[src/rtl/regfile_pkg.sv]
package regfile_pkg;

    localparam int NREG    = 8;
    localparam int REG_W   = 32;
    localparam int IDX_W   = $clog2(NREG);
    localparam int ID_W    = IDX_W + 1;

    localparam logic [ID_W-1:0] ID_NONE = ID_W'(1) << IDX_W;
    localparam logic [ID_W-1:0] ID_SP   = ID_W'(6);

    typedef enum logic [3:0] {
        OP_IDLE  = 4'h0,
        OP_STOP  = 4'h1,
        OP_MOVRR = 4'h2,
        OP_MOVIR = 4'h3,
        OP_STORE = 4'h4,
        OP_LOAD  = 4'h5,
        OP_ARITH = 4'h6,
        OP_BRNCH = 4'h7,
        OP_CALL  = 4'h8,
        OP_RETN  = 4'h9,
        OP_PUSH  = 4'hA,
        OP_POP   = 4'hB
    } op_e;

    typedef struct packed {
        logic [ID_W-1:0] src_a;
        logic [ID_W-1:0] src_b;
        logic [ID_W-1:0] dst_e;
        logic [ID_W-1:0] dst_m;
    } port_ids_t;

    function automatic logic id_is_none(input logic [ID_W-1:0] id);
        return id[IDX_W];
    endfunction

    function automatic logic id_hits(input logic [ID_W-1:0] id, input int idx);
        return !id[IDX_W] && (id[IDX_W-1:0] == IDX_W'(idx));
    endfunction

endpackage

[src/rtl/rf_port_select.sv]
module rf_port_select
    import regfile_pkg::*;
(
    input  logic [3:0]      opcode,
    input  logic [ID_W-1:0] ra,
    input  logic [ID_W-1:0] rb,
    output port_ids_t       ids
);

    op_e op;
    assign op = op_e'(opcode);

    always_comb begin
        ids.src_a = ID_NONE;
        ids.src_b = ID_NONE;
        ids.dst_e = ID_NONE;
        ids.dst_m = ID_NONE;

        case (op)
            OP_MOVRR, OP_STORE, OP_ARITH, OP_PUSH: ids.src_a = ra;
            OP_POP, OP_RETN:                        ids.src_a = ID_SP;
            default:                                ids.src_a = ID_NONE;
        endcase

        case (op)
            OP_STORE, OP_LOAD, OP_ARITH:             ids.src_b = rb;
            OP_PUSH, OP_POP, OP_CALL, OP_RETN:       ids.src_b = ID_SP;
            default:                                 ids.src_b = ID_NONE;
        endcase

        case (op)
            OP_MOVRR, OP_MOVIR, OP_ARITH:            ids.dst_e = rb;
            OP_PUSH, OP_POP, OP_CALL, OP_RETN:       ids.dst_e = ID_SP;
            default:                                 ids.dst_e = ID_NONE;
        endcase

        case (op)
            OP_LOAD, OP_POP:                         ids.dst_m = ra;
            default:                                 ids.dst_m = ID_NONE;
        endcase
    end

endmodule

[src/rtl/rf_storage.sv]
module rf_storage
    import regfile_pkg::*;
#(
    parameter int N = NREG,
    parameter int W = REG_W
) (
    input  logic            clk,
    input  logic            rst,
    input  port_ids_t       ids,
    input  logic [W-1:0]    wdata_e,
    input  logic [W-1:0]    wdata_m,
    output logic [W-1:0]    rdata_a,
    output logic [W-1:0]    rdata_b
);

    logic [W-1:0] cells [N];

    for (genvar i = 0; i < N; i++) begin : g_cell
        logic [W-1:0] q;
        logic         hit_e;
        logic         hit_m;

        assign hit_e = id_hits(ids.dst_e, i);
        assign hit_m = id_hits(ids.dst_m, i);

        always_ff @(posedge clk) begin
            if (rst) begin
                q <= '0;
            end else if (hit_m) begin
                q <= wdata_m;
            end else if (hit_e) begin
                q <= wdata_e;
            end
        end

        assign cells[i] = q;
    end

    assign rdata_a = id_is_none(ids.src_a) ? '0 : cells[ids.src_a[IDX_W-1:0]];
    assign rdata_b = id_is_none(ids.src_b) ? '0 : cells[ids.src_b[IDX_W-1:0]];

endmodule

[src/rtl/rf_dual_write.sv]
module rf_dual_write
    import regfile_pkg::*;
(
    input  logic              clk,
    input  logic              rst,
    input  logic [3:0]        opcode,
    input  logic [ID_W-1:0]   ra,
    input  logic [ID_W-1:0]   rb,
    input  logic [REG_W-1:0]  wdata_e,
    input  logic [REG_W-1:0]  wdata_m,
    output logic [REG_W-1:0]  rdata_a,
    output logic [REG_W-1:0]  rdata_b
);

    port_ids_t ids;

    rf_port_select u_sel (
        .opcode (opcode),
        .ra     (ra),
        .rb     (rb),
        .ids    (ids)
    );

    rf_storage #(
        .N (NREG),
        .W (REG_W)
    ) u_store (
        .clk     (clk),
        .rst     (rst),
        .ids     (ids),
        .wdata_e (wdata_e),
        .wdata_m (wdata_m),
        .rdata_a (rdata_a),
        .rdata_b (rdata_b)
    );

endmodule

[config.mk]
export PLATFORM = sky130hd
export DESIGN_NAME = rf_dual_write
export DESIGN_NICKNAME = d
export VERILOG_FILES = /design/src/rtl/regfile_pkg.sv /design/src/rtl/rf_port_select.sv /design/src/rtl/rf_storage.sv /design/src/rtl/rf_dual_write.sv
export SDC_FILE = /design/constraint.sdc
export NUM_CORES = 1
export LEC_CHECK = 0
export ABC_CLOCK_PERIOD_IN_PS = 2000
export BUFFER_PORTS_ARGS = -buffer_cell sky130_fd_sc_hd__buf_2
export CAP_MARGIN = 40
export CORE_ASPECT_RATIO = 0.9
export CORE_MARGIN = 3
export CORE_UTILIZATION = 45
export DETAILED_ROUTE_END_ITERATION = 7
export PLACE_DENSITY = 0.62
export SLEW_MARGIN = 10
export SYNTH_ARGS = -nofsm -noshare
export SYNTH_HDL_FRONTEND = slang
export SYNTH_HIERARCHICAL = 1
export SYNTH_SLANG_ARGS = --single-unit
[constraint.sdc]
create_clock -name clk -period 2 [get_ports clk]
set_clock_uncertainty 0.2 [all_clocks]
set_input_delay 0 -clock clk [delete_from_list [all_inputs] [get_ports clk]]
set_output_delay 0 -clock clk [all_outputs]
set_load 0.02 [all_outputs]
Word-level counts from Yosys, hierarchy flattened
Index checks and enable logic that the tools add are counted.

Bits in registers: 256. Latch bits: 0. Bits in writable memories: 0. ROM bits: 0. Bits of input ports: 78. Output and inout bits: 64. Logic and storage cells: 97. Memories: 0.

Add/subtract/negate cells: 0. Multipliers: 0. Div/mod/pow operators: 0. $lt $le $gt $ge: 2. Eq/ne operators: 23. Shift-type cells: 0. Multiplexer cells: 28. Bitwise operators: 2. Reduce and logical (&&, ||, !) cells: 34.

Operators by type and width (number): 32-bit two-way mux (22); 32-bit binary-select mux with 3-bit select (2); 3-bit == test, second input constant (8); 4-bit case mux with 2 select lines (3); 4-bit == test, second input constant (4); 1-bit logical AND (16); 2-bit nonzero test (8); 3-bit by 2-bit == test with 1-bit output, second input constant (4); 4-bit by 3-bit == test with 1-bit output, second input constant (3); 4-bit by 2-bit == test with 1-bit output, second input constant (2); 4-bit >= comparator, second input constant (2); 3-bit inverter with 4-bit output (2); 4-bit OR reduction (2); 3-bit by 1-bit == test with 1-bit output, second input constant (2); 3-bit zero test (2); 3-bit OR reduction (2); 4-bit two-way mux (1); 2-bit OR reduction (2); 1-bit zero test (2).

Longest topological paths before layout
Gate-level depths: netlist of the first run.

Word-level depth: 8. Gate-level depth with buffers: 9. Mapped depth without buffers: 5.

Modules after synthesis
The synthesis of the first run kept the hierarchy.

By module, submodules not included: rf_storage (times used 1, cells an instance 1813, area an instance 15770.1 sq um, seq. area each 5124.9 sq um); rf_port_select (times used 1, cells an instance 35, area an instance 225.2 sq um, seq. area each 0.0 sq um).

Worst setup path before layout of the first run
OpenSTA, ideal clock, no wires.

Path kind: input port to flip-flop. From: in opcode[0]. To: reg u_store.g_cell[1].q[24]. Library setup time: 91 ps. Arrival time: 1795 ps. Required time: 1709 ps. Slack: -86 ps. Stages: 7. Buffers on the path: 3. Cells stage by stage: buf_2 > nand4bb_1 > a21boi_0 > or4b_1 > buf_2 > clkbuf_1 > a311oi_1.

RTL lines: start, declared (line rf_dual_write.sv:6) `input logic [3:0] opcode,`; end signal, assigned (line rf_storage.sv:30) `q <= wdata_m;`; end signal, assigned (line rf_storage.sv:32) `q <= wdata_e;`; end, declared (line rf_storage.sv:19) `logic [W-1:0] q;`.

==> reports/metrics.yaml, run 1 <==
status:
  status: "complete, but fails checks"
  failed_checks: "setup timing"
clock_network:
  tritoncts: "yes"
  ctsHtreeMaxLevel: 1
  insertion_delay_ns: 0.55
  cts_buffers: 29
  tritoncts_num_sinks: 256
  cts.reportedPaths.clkPinSlew_ns: 0.06
  clk_path_buf_depth: 3
  cts_root_buffer: "sky130_fd_sc_hd__clkbuf_16"
sta:
  rsz0062_at_grt: "true"
  timing_hold_violations_final: 0
  fin_tns_setup_ns: -7.50
  tightestPinTransition_ns: 0.545
  final.period_utilization: 1.09
  max-slew-margin-rel: 0.637
  fin_worst_hold_slack_ns: 0.135
  fin_ws_ns: -0.189
  fmaxAchievable_mhz: 457
  drv_slew: 0
  finalSetupViolations: 64
  crit_path_time_final_ns: 2.19
power_and_ir_drop:
  power_mw: 13.2
  power_density_mw_per_mm2: 647
  vdd_drop_max_mv: 0.605
  leakagePower_nw: 7.13
cells_and_area:
  number_of_flip_flops_in_the_largest_register: 256
  post-route-cell-area_mm2: 0.0205
  stdcell_count: 2508
  largest-register: "u_store/g_cell.q"
  design.final.nets: 2102
  layout_top_registers: "u_store/g_cell.q: 256 flops"
  final_core_util: 0.593
  share_of_final_layout_standard_cells_stronger_than_drive_strength_1: 0.276
  syn_to_final_growth_pct: 27.9
floorplanning:
  die-width_um: 205
  initial_core_util: 0.463
  ios: 142
  die_area_mm2: 0.0378
  core-area_mm2: 0.0345
  die_y_um: 185
  placement_rows: 64
synthesis:
  synth.avg_cell_area_um2: 8.66
  distinct_cell_type_count_after_synthesis: 39
  postSynthNetCount: 1926
  synth.yosys.seq_area_share: 0.320
  synth_edf_count: 0
  synthesis.area_mm2: 0.0160
  synth_async_sr_flop_share: 0
  ys.warnings.count: 6
  ys_dominant_reg_cell: "sky130_fd_sc_hd__dfxtp_1"
  synthesis.instances: 1848
  number_of_register_bits_inferred_by_synthesis: 256
setup_path:
  timing.critical_path.required_ns: 1.80
  r2r-start: "u_store/g_cell[1].q[9]$_SDFFE_PP0P_"
  critical_path_peak_fanout: 11
  r2r_end: "u_store/g_cell[1].q[9]$_SDFFE_PP0P_"
  worst-setup-path-type: "in -> out"
  rrSetupSlack_ns: 0.89
  crit_path_dat_ns: 1.99
  cp_startpoint_kind: "input port"
  cp_endpoint_kind: "output port"
  r2r_cells: 2
grt:
  track_usage: 0.311
  initial_antenna_violation_count: 1
  grt_first_pass_wirelength_mm: 92.0
  first_global_vias: 15500
  grt.overflow.total: 0
  pin_count_of_the_biggest_net_entering_global_routing: 70
route:
  top_layer: "met4"
  via_per_inst: 6.42
  route.layer.met1.wl_mm: 25.1
  met2RoutedLength_mm: 27.8
  antenna_left: 0
  vias: 16100
  met3_wire_length_mm: 6.46
  drc: 0
  detailedRoute.firstPassIterationCount: 7
  drt-total-wl_mm: 61.5
  dr.first_iter.drc_count: 1974
  routedWlPerCell_um: 24.5
hold_path:
  min_to: "u_store/g_cell[4].q[16]$_SDFFE_PP0P_"
  holdCritPathClass: "in -> reg"
  min-delay-start: "ra[3]"
  whs_path_depth: 5
run:
  max_cap_violations: 0
placement:
  place_area_mm2: 0.0177
  dp_slack_ns: -0.285
  dp.cells: 2341
  port_buffers: 141
  dp_wirelength_mm: 38.2
  gpl.final_weighted_congestion: 0.867
Yosys cell counts, types with 2 or more instances:
master,n,area [um^2]
sky130_fd_sc_hd__a311oi_1,256,2240
sky130_fd_sc_hd__o41ai_1,2,17.5
sky130_fd_sc_hd__dfxtp_1,256,5120
sky130_fd_sc_hd__nor4bb_1,3,30.0
sky130_fd_sc_hd__nor4b_4,3,71.3
sky130_fd_sc_hd__and2_1,2,12.5
sky130_fd_sc_hd__nand4b_1,3,26.3
sky130_fd_sc_hd__or4_1,2,15.0
sky130_fd_sc_hd__buf_1,49,184
sky130_fd_sc_hd__buf_8,30,450
sky130_fd_sc_hd__clkbuf_1,93,349
sky130_fd_sc_hd__o31ai_1,2,15.0
sky130_fd_sc_hd__nand4bb_1,6,67.6
sky130_fd_sc_hd__or4b_2,3,30.0
sky130_fd_sc_hd__nand2b_1,2,12.5
sky130_fd_sc_hd__buf_2,67,335
sky130_fd_sc_hd__inv_1,4,15.0
sky130_fd_sc_hd__buf_6,9,101
sky130_fd_sc_hd__a21oi_1,4,20.0
sky130_fd_sc_hd__nor2_1,323,1210
sky130_fd_sc_hd__mux2i_1,64,641
sky130_fd_sc_hd__nand2_1,513,1930
sky130_fd_sc_hd__mux4_2,128,2880
sky130_fd_sc_hd__or4b_1,3,30.0
sky130_fd_sc_hd__buf_4,7,52.6
cell type report:
class | count | area (um^2)
flip-flops and latches | 256 | 5120
fillers | 2926 | 14100
clock inverters | 11 | 133
inverters | 4 | 15.0
multi-input cells | 1333 | 9660
clock buffers | 41 | 831
diodes | 1 | 2.50
well taps | 462 | 578
repair buffers | 400 | 4110
where the power goes:
part	leakage, nW	internal [mW]	switching [mW]	total [mW]
logic	4.58	1.15	1.26	2.42
registers	2.07	5.23	0.0980	5.33
clock network	0.478	3.25	2.23	5.48
total	7.13	9.64	3.59	13.2
kinds of logic after synthesis:
family                 synth area share
AOI/OAI and AO/OA                 0.147
buffers and inverters            0.0930
DFF                               0.320
muxes                             0.220
and+or+nand+nor                   0.219
worst max-delay path: stages:
cell                        delay, ns
sky130_fd_sc_hd__buf_12          0.11
sky130_fd_sc_hd__and2_4          0.16
sky130_fd_sc_hd__o31ai_4         0.22
sky130_fd_sc_hd__buf_6           0.16
sky130_fd_sc_hd__clkbuf_16       0.18
sky130_fd_sc_hd__buf_16          0.17
sky130_fd_sc_hd__mux4_2          0.52
sky130_fd_sc_hd__mux2i_1         0.21
sky130_fd_sc_hd__nor2_1          0.07
sky130_fd_sc_hd__buf_2           0.17
cell usage in the layout (no fill, tap or decap), drive strengths merged, types with 4 or more instances in the layout:
cell / netlist / layout
nand2: 513 / 513
buf: 162 / 325
nor2: 323 / 323
a311oi: 256 / 256
dfxtp: 256 / 256
mux4: 128 / 128
dlygate4sd3: 0 / 65
mux2i: 64 / 64
clkbuf: 93 / 51
clkinv: 0 / 7
or4b: 6 / 6
nand4bb: 6 / 6
a21oi: 4 / 4
inv: 4 / 4
nor4b: 4 / 4
layer usage:
metal,GRT usage,vias up
li1,-,7007
met1,0.436,7875
met2,0.489,1022
met3,0.0539,186
met4,0.106,0
met5,0,-
repair_timing:
| action | in CTS | in global routing |
|---|---|---|
| hold buffers | 65 | 0 |
| cloned | 9 | 11 |
| buffers inserted | 11 | 27 |
| pin swaps | 8 | 22 |
| resized for setup | 49 | 90 |
| hold endpoints to repair | 256 | 0 |
| endpoints found under the setup margin | 64 | 64 |
worst max path at each step:
| stage | startpoint | endpoint | cells after the start |
|---|---|---|---|
| 2_1_floorplan | opcode[3] | rdata_b[10] | 8 |
| 3_3_place_gp | opcode[2] | rdata_a[31] | 9 |
| 3_5_place_dp | opcode[3] | u_store/g_cell[7].q[3]$_SDFFE_PP0P_ | 9 |
| 4_1_cts | opcode[3] | rdata_a[3] | 10 |
| 5_1_grt | opcode[3] | rdata_a[1] | 11 |
| 6_report | opcode[1] | rdata_b[15] | 10 |
Power figures use the tool's default switching activity.
==> run 2, diff against run 1 <==
Settings changed: GPL_TIMING_DRIVEN set to 0.
==> reports/metrics.yaml, run 2 (same netlist as run 1, synthesis figures left out) <==
status:
  status: "complete, but fails checks"
  failed_checks: "DRC, setup timing"
cells_and_area:
  number_of_flip_flops_in_the_largest_register: 256  # unchanged
  register_area_mm2: 0.00512  # unchanged
  stdcell_count: 2549  # +1.6%
  largest-register: "u_store/g_cell.q"
  syn_to_final_growth_pct: 24.3
  share_of_final_layout_standard_cells_stronger_than_drive_strength_1: 0.242  # -0.0338
  mostFrequentLayoutCell: "sky130_fd_sc_hd__nand2_1"
  layout_top_registers: "u_store/g_cell.q: 256 flops"
  diode_count: 0  # -1
  design.final.nets: 2144  # +2.0%
  post-route-cell-area_mm2: 0.0199  # -2.8%
  fillerInstances: 3070  # +4.9%
  multi_input_comb_area_mm2: 0.00960  # -0.66%
  mostFrequentLayoutCells: "513 x sky130_fd_sc_hd__nand2_1, 318 x sky130_fd_sc_hd__nor2_1, 256 x sky130_fd_sc_hd__a311oi_1, 256 x sky130_fd_sc_hd__dfxtp_1, 128 x sky130_fd_sc_hd__mux4_2"
grt:
  first_global_vias: 15700  # +1.3%
  grt_first_pass_wirelength_mm: 98.8  # +7.5%
  grt.overflow.total: 0  # unchanged
  pin_count_of_the_biggest_net_entering_global_routing: 15  # -79%
  initial_antenna_violation_count: 0  # -1
  track_usage: 0.345  # +0.0339
setup_path:
  r2r_cells: 2  # unchanged
  worst_path_max_delay_cell: "sky130_fd_sc_hd__mux4_2"
  r2r_end: "u_store/g_cell[7].q[21]$_SDFFE_PP0P_"
  series_of_cell_instances_along_the_critical_path: "buf_6, buf_6, nand2b_4, o31ai_4, buf_12, buf_12, mux4_2, mux2i_4, nor2_1, buf_4"
  cp_endpoint_kind: "output port"
  critical_path_peak_fanout: 7  # -4
  worst-setup-path-type: "in -> out"
  cp_startpoint_kind: "input port"
  critical_path.max_stage_delay_ns: 0.56  # +0.04 ns
  timing.critical_path.required_ns: 1.80  # about the same
  r2r-start: "u_store/g_cell[7].q[21]$_SDFFE_PP0P_"
  rrSetupSlack_ns: 0.90  # about the same
  crit_path_dat_ns: 2.14  # +0.15 ns
sta:
  drv_slew: 0  # unchanged
  tightestPinTransition_ns: 1.01  # +0.462 ns
  final.period_utilization: 1.17  # +0.0754
  fin_tns_setup_ns: -17.03  # -9.52 ns
  fmaxAchievable_mhz: 427  # -6.4%
  rsz0062_at_grt: "true"
  max-slew-margin-rel: 0.329  # -0.308
  crit_path_time_final_ns: 2.34  # +0.151 ns
  timing_hold_violations_final: 0  # unchanged
  finalSetupViolations: 96  # +50%
  fin_ws_ns: -0.340  # -0.151 ns
power_and_ir_drop:
  power_mw: 13.4  # +1.0%
  vdd_drop_max_mv: 0.631  # +4.3%
  power_density_mw_per_mm2: 672  # +4.0%
  leakagePower_nw: 6.78  # -4.9%
route:
  via_per_inst: 6.56  # +2.3%
  antenna_left: 0  # unchanged
  routedWlPerCell_um: 26.9  # +9.8%
  drc: 2  # +2
  vias: 16700  # +3.9%
  detailedRoute.firstPassIterationCount: 8  # +1
  drt-total-wl_mm: 68.6  # +12%
  dr.first_iter.drc_count: 2144  # +8.6%
clock_network:
  tritoncts: "yes"
  cts.reportedPaths.clkPinSlew_ns: 0.06  # about the same
  cts_root_buffer: "sky130_fd_sc_hd__clkbuf_16"
  insertion_delay_ns: 0.58  # +0.03 ns
  clk_path_buf_depth: 3  # unchanged
  cts_buffers: 30  # +3.4%
  tritoncts_num_sinks: 256  # unchanged
  ctsHtreeMaxLevel: 1  # unchanged
floorplanning:
  ios: 142  # unchanged
  die_y_um: 185  # unchanged
  core-area_mm2: 0.0345  # unchanged
  die_area_mm2: 0.0378  # unchanged
  placement_rows: 64  # unchanged
  initial_core_util: 0.463  # unchanged
  die-width_um: 205  # unchanged
run:
  max_cap_violations: 0  # unchanged
hold_path:
  whs_path_depth: 7  # +2
  min-delay-start: "rb[0]"
  holdCritPathClass: "in -> reg"
  min_to: "u_store/g_cell[1].q[2]$_SDFFE_PP0P_"
placement:
  port_buffers: 75  # -47%
  dp_wirelength_mm: 44.9  # +17%
  dp.cells: 2390  # +2.1%
  place_area_mm2: 0.0170  # -4.0%
  gpl.final_weighted_congestion: 0.940  # +8.4%
-- run 2: stage by stage --
stage / setup WS (ns) / hold slack (ns) / util
floorplan: -0.0620 / 0.0780 / -
global placement: -1.05 / 0.0915 / 0.491
detailed placement: -1.05 / 0.0971 / 0.493
CTS: -0.378 / 0.0557 / 0.560
global route: -0.370 / 0.0824 / 0.576
finish: -0.340 / 0.0390 / 0.576
-- run 2: how the worst max path moves through the flow --
stage          slack (ns)     endpoint  cells after the start       from
5_1_grt             -0.37  rdata_b[15]                      9  opcode[0]
3_3_place_gp        -1.05  rdata_b[18]                     10  opcode[3]
3_5_place_dp        -1.05  rdata_b[18]                     10  opcode[3]
6_report            -0.34  rdata_b[18]                     10  opcode[3]
2_1_floorplan       -0.06  rdata_b[10]                      8  opcode[3]
4_1_cts             -0.38  rdata_a[29]                     11  opcode[3]
-- run 2: critical path: cells and delay by family --
family,cells,cell delay (ns)
AOI/OAI and AO/OA,1,0.34
and+or+nand+nor,2,0.23
buffers and inverters,5,0.78
muxes,2,0.78
-- run 2: per-layer routing --
layer | vias to the layer above | track usage | share of wire
li1 | 7100 | - | -
met1 | 8184 | 0.476 | 0.39
met2 | 1255 | 0.523 | 0.43
met3 | 186 | 0.0952 | 0.14
met4 | 0 | 0.118 | 0.036
met5 | - | 0.00510 | 0
-- run 2: cell type report --
type | count | share of cell area
plain buffers | 251 | 0.0911
clock buffers | 47 | 0.0476
clock inverters | 6 | 0.00327
inverters | 4 | 0.000755
multi-input cells | 1333 | 0.483
flip-flops and latches | 256 | 0.258
well taps | 462 | 0.0291
repair buffers | 190 | 0.0876
-- run 2: repair_timing --
action	in CTS	in global routing
gates cloned	5	7
setup buffers	15	22
setup endpoints to repair	209	317
hold buffers	65	0
pin swaps	1	12
resized for setup	142	146
hold endpoints to repair	256	0
-- run 2: power breakdown --
group,leakage (nW),internal [mW],switching (mW)
sequential,2.07,5.23,0.101
combinational,4.21,1.01,1.31
clock,0.497,3.35,2.36
total,6.78,9.59,3.77
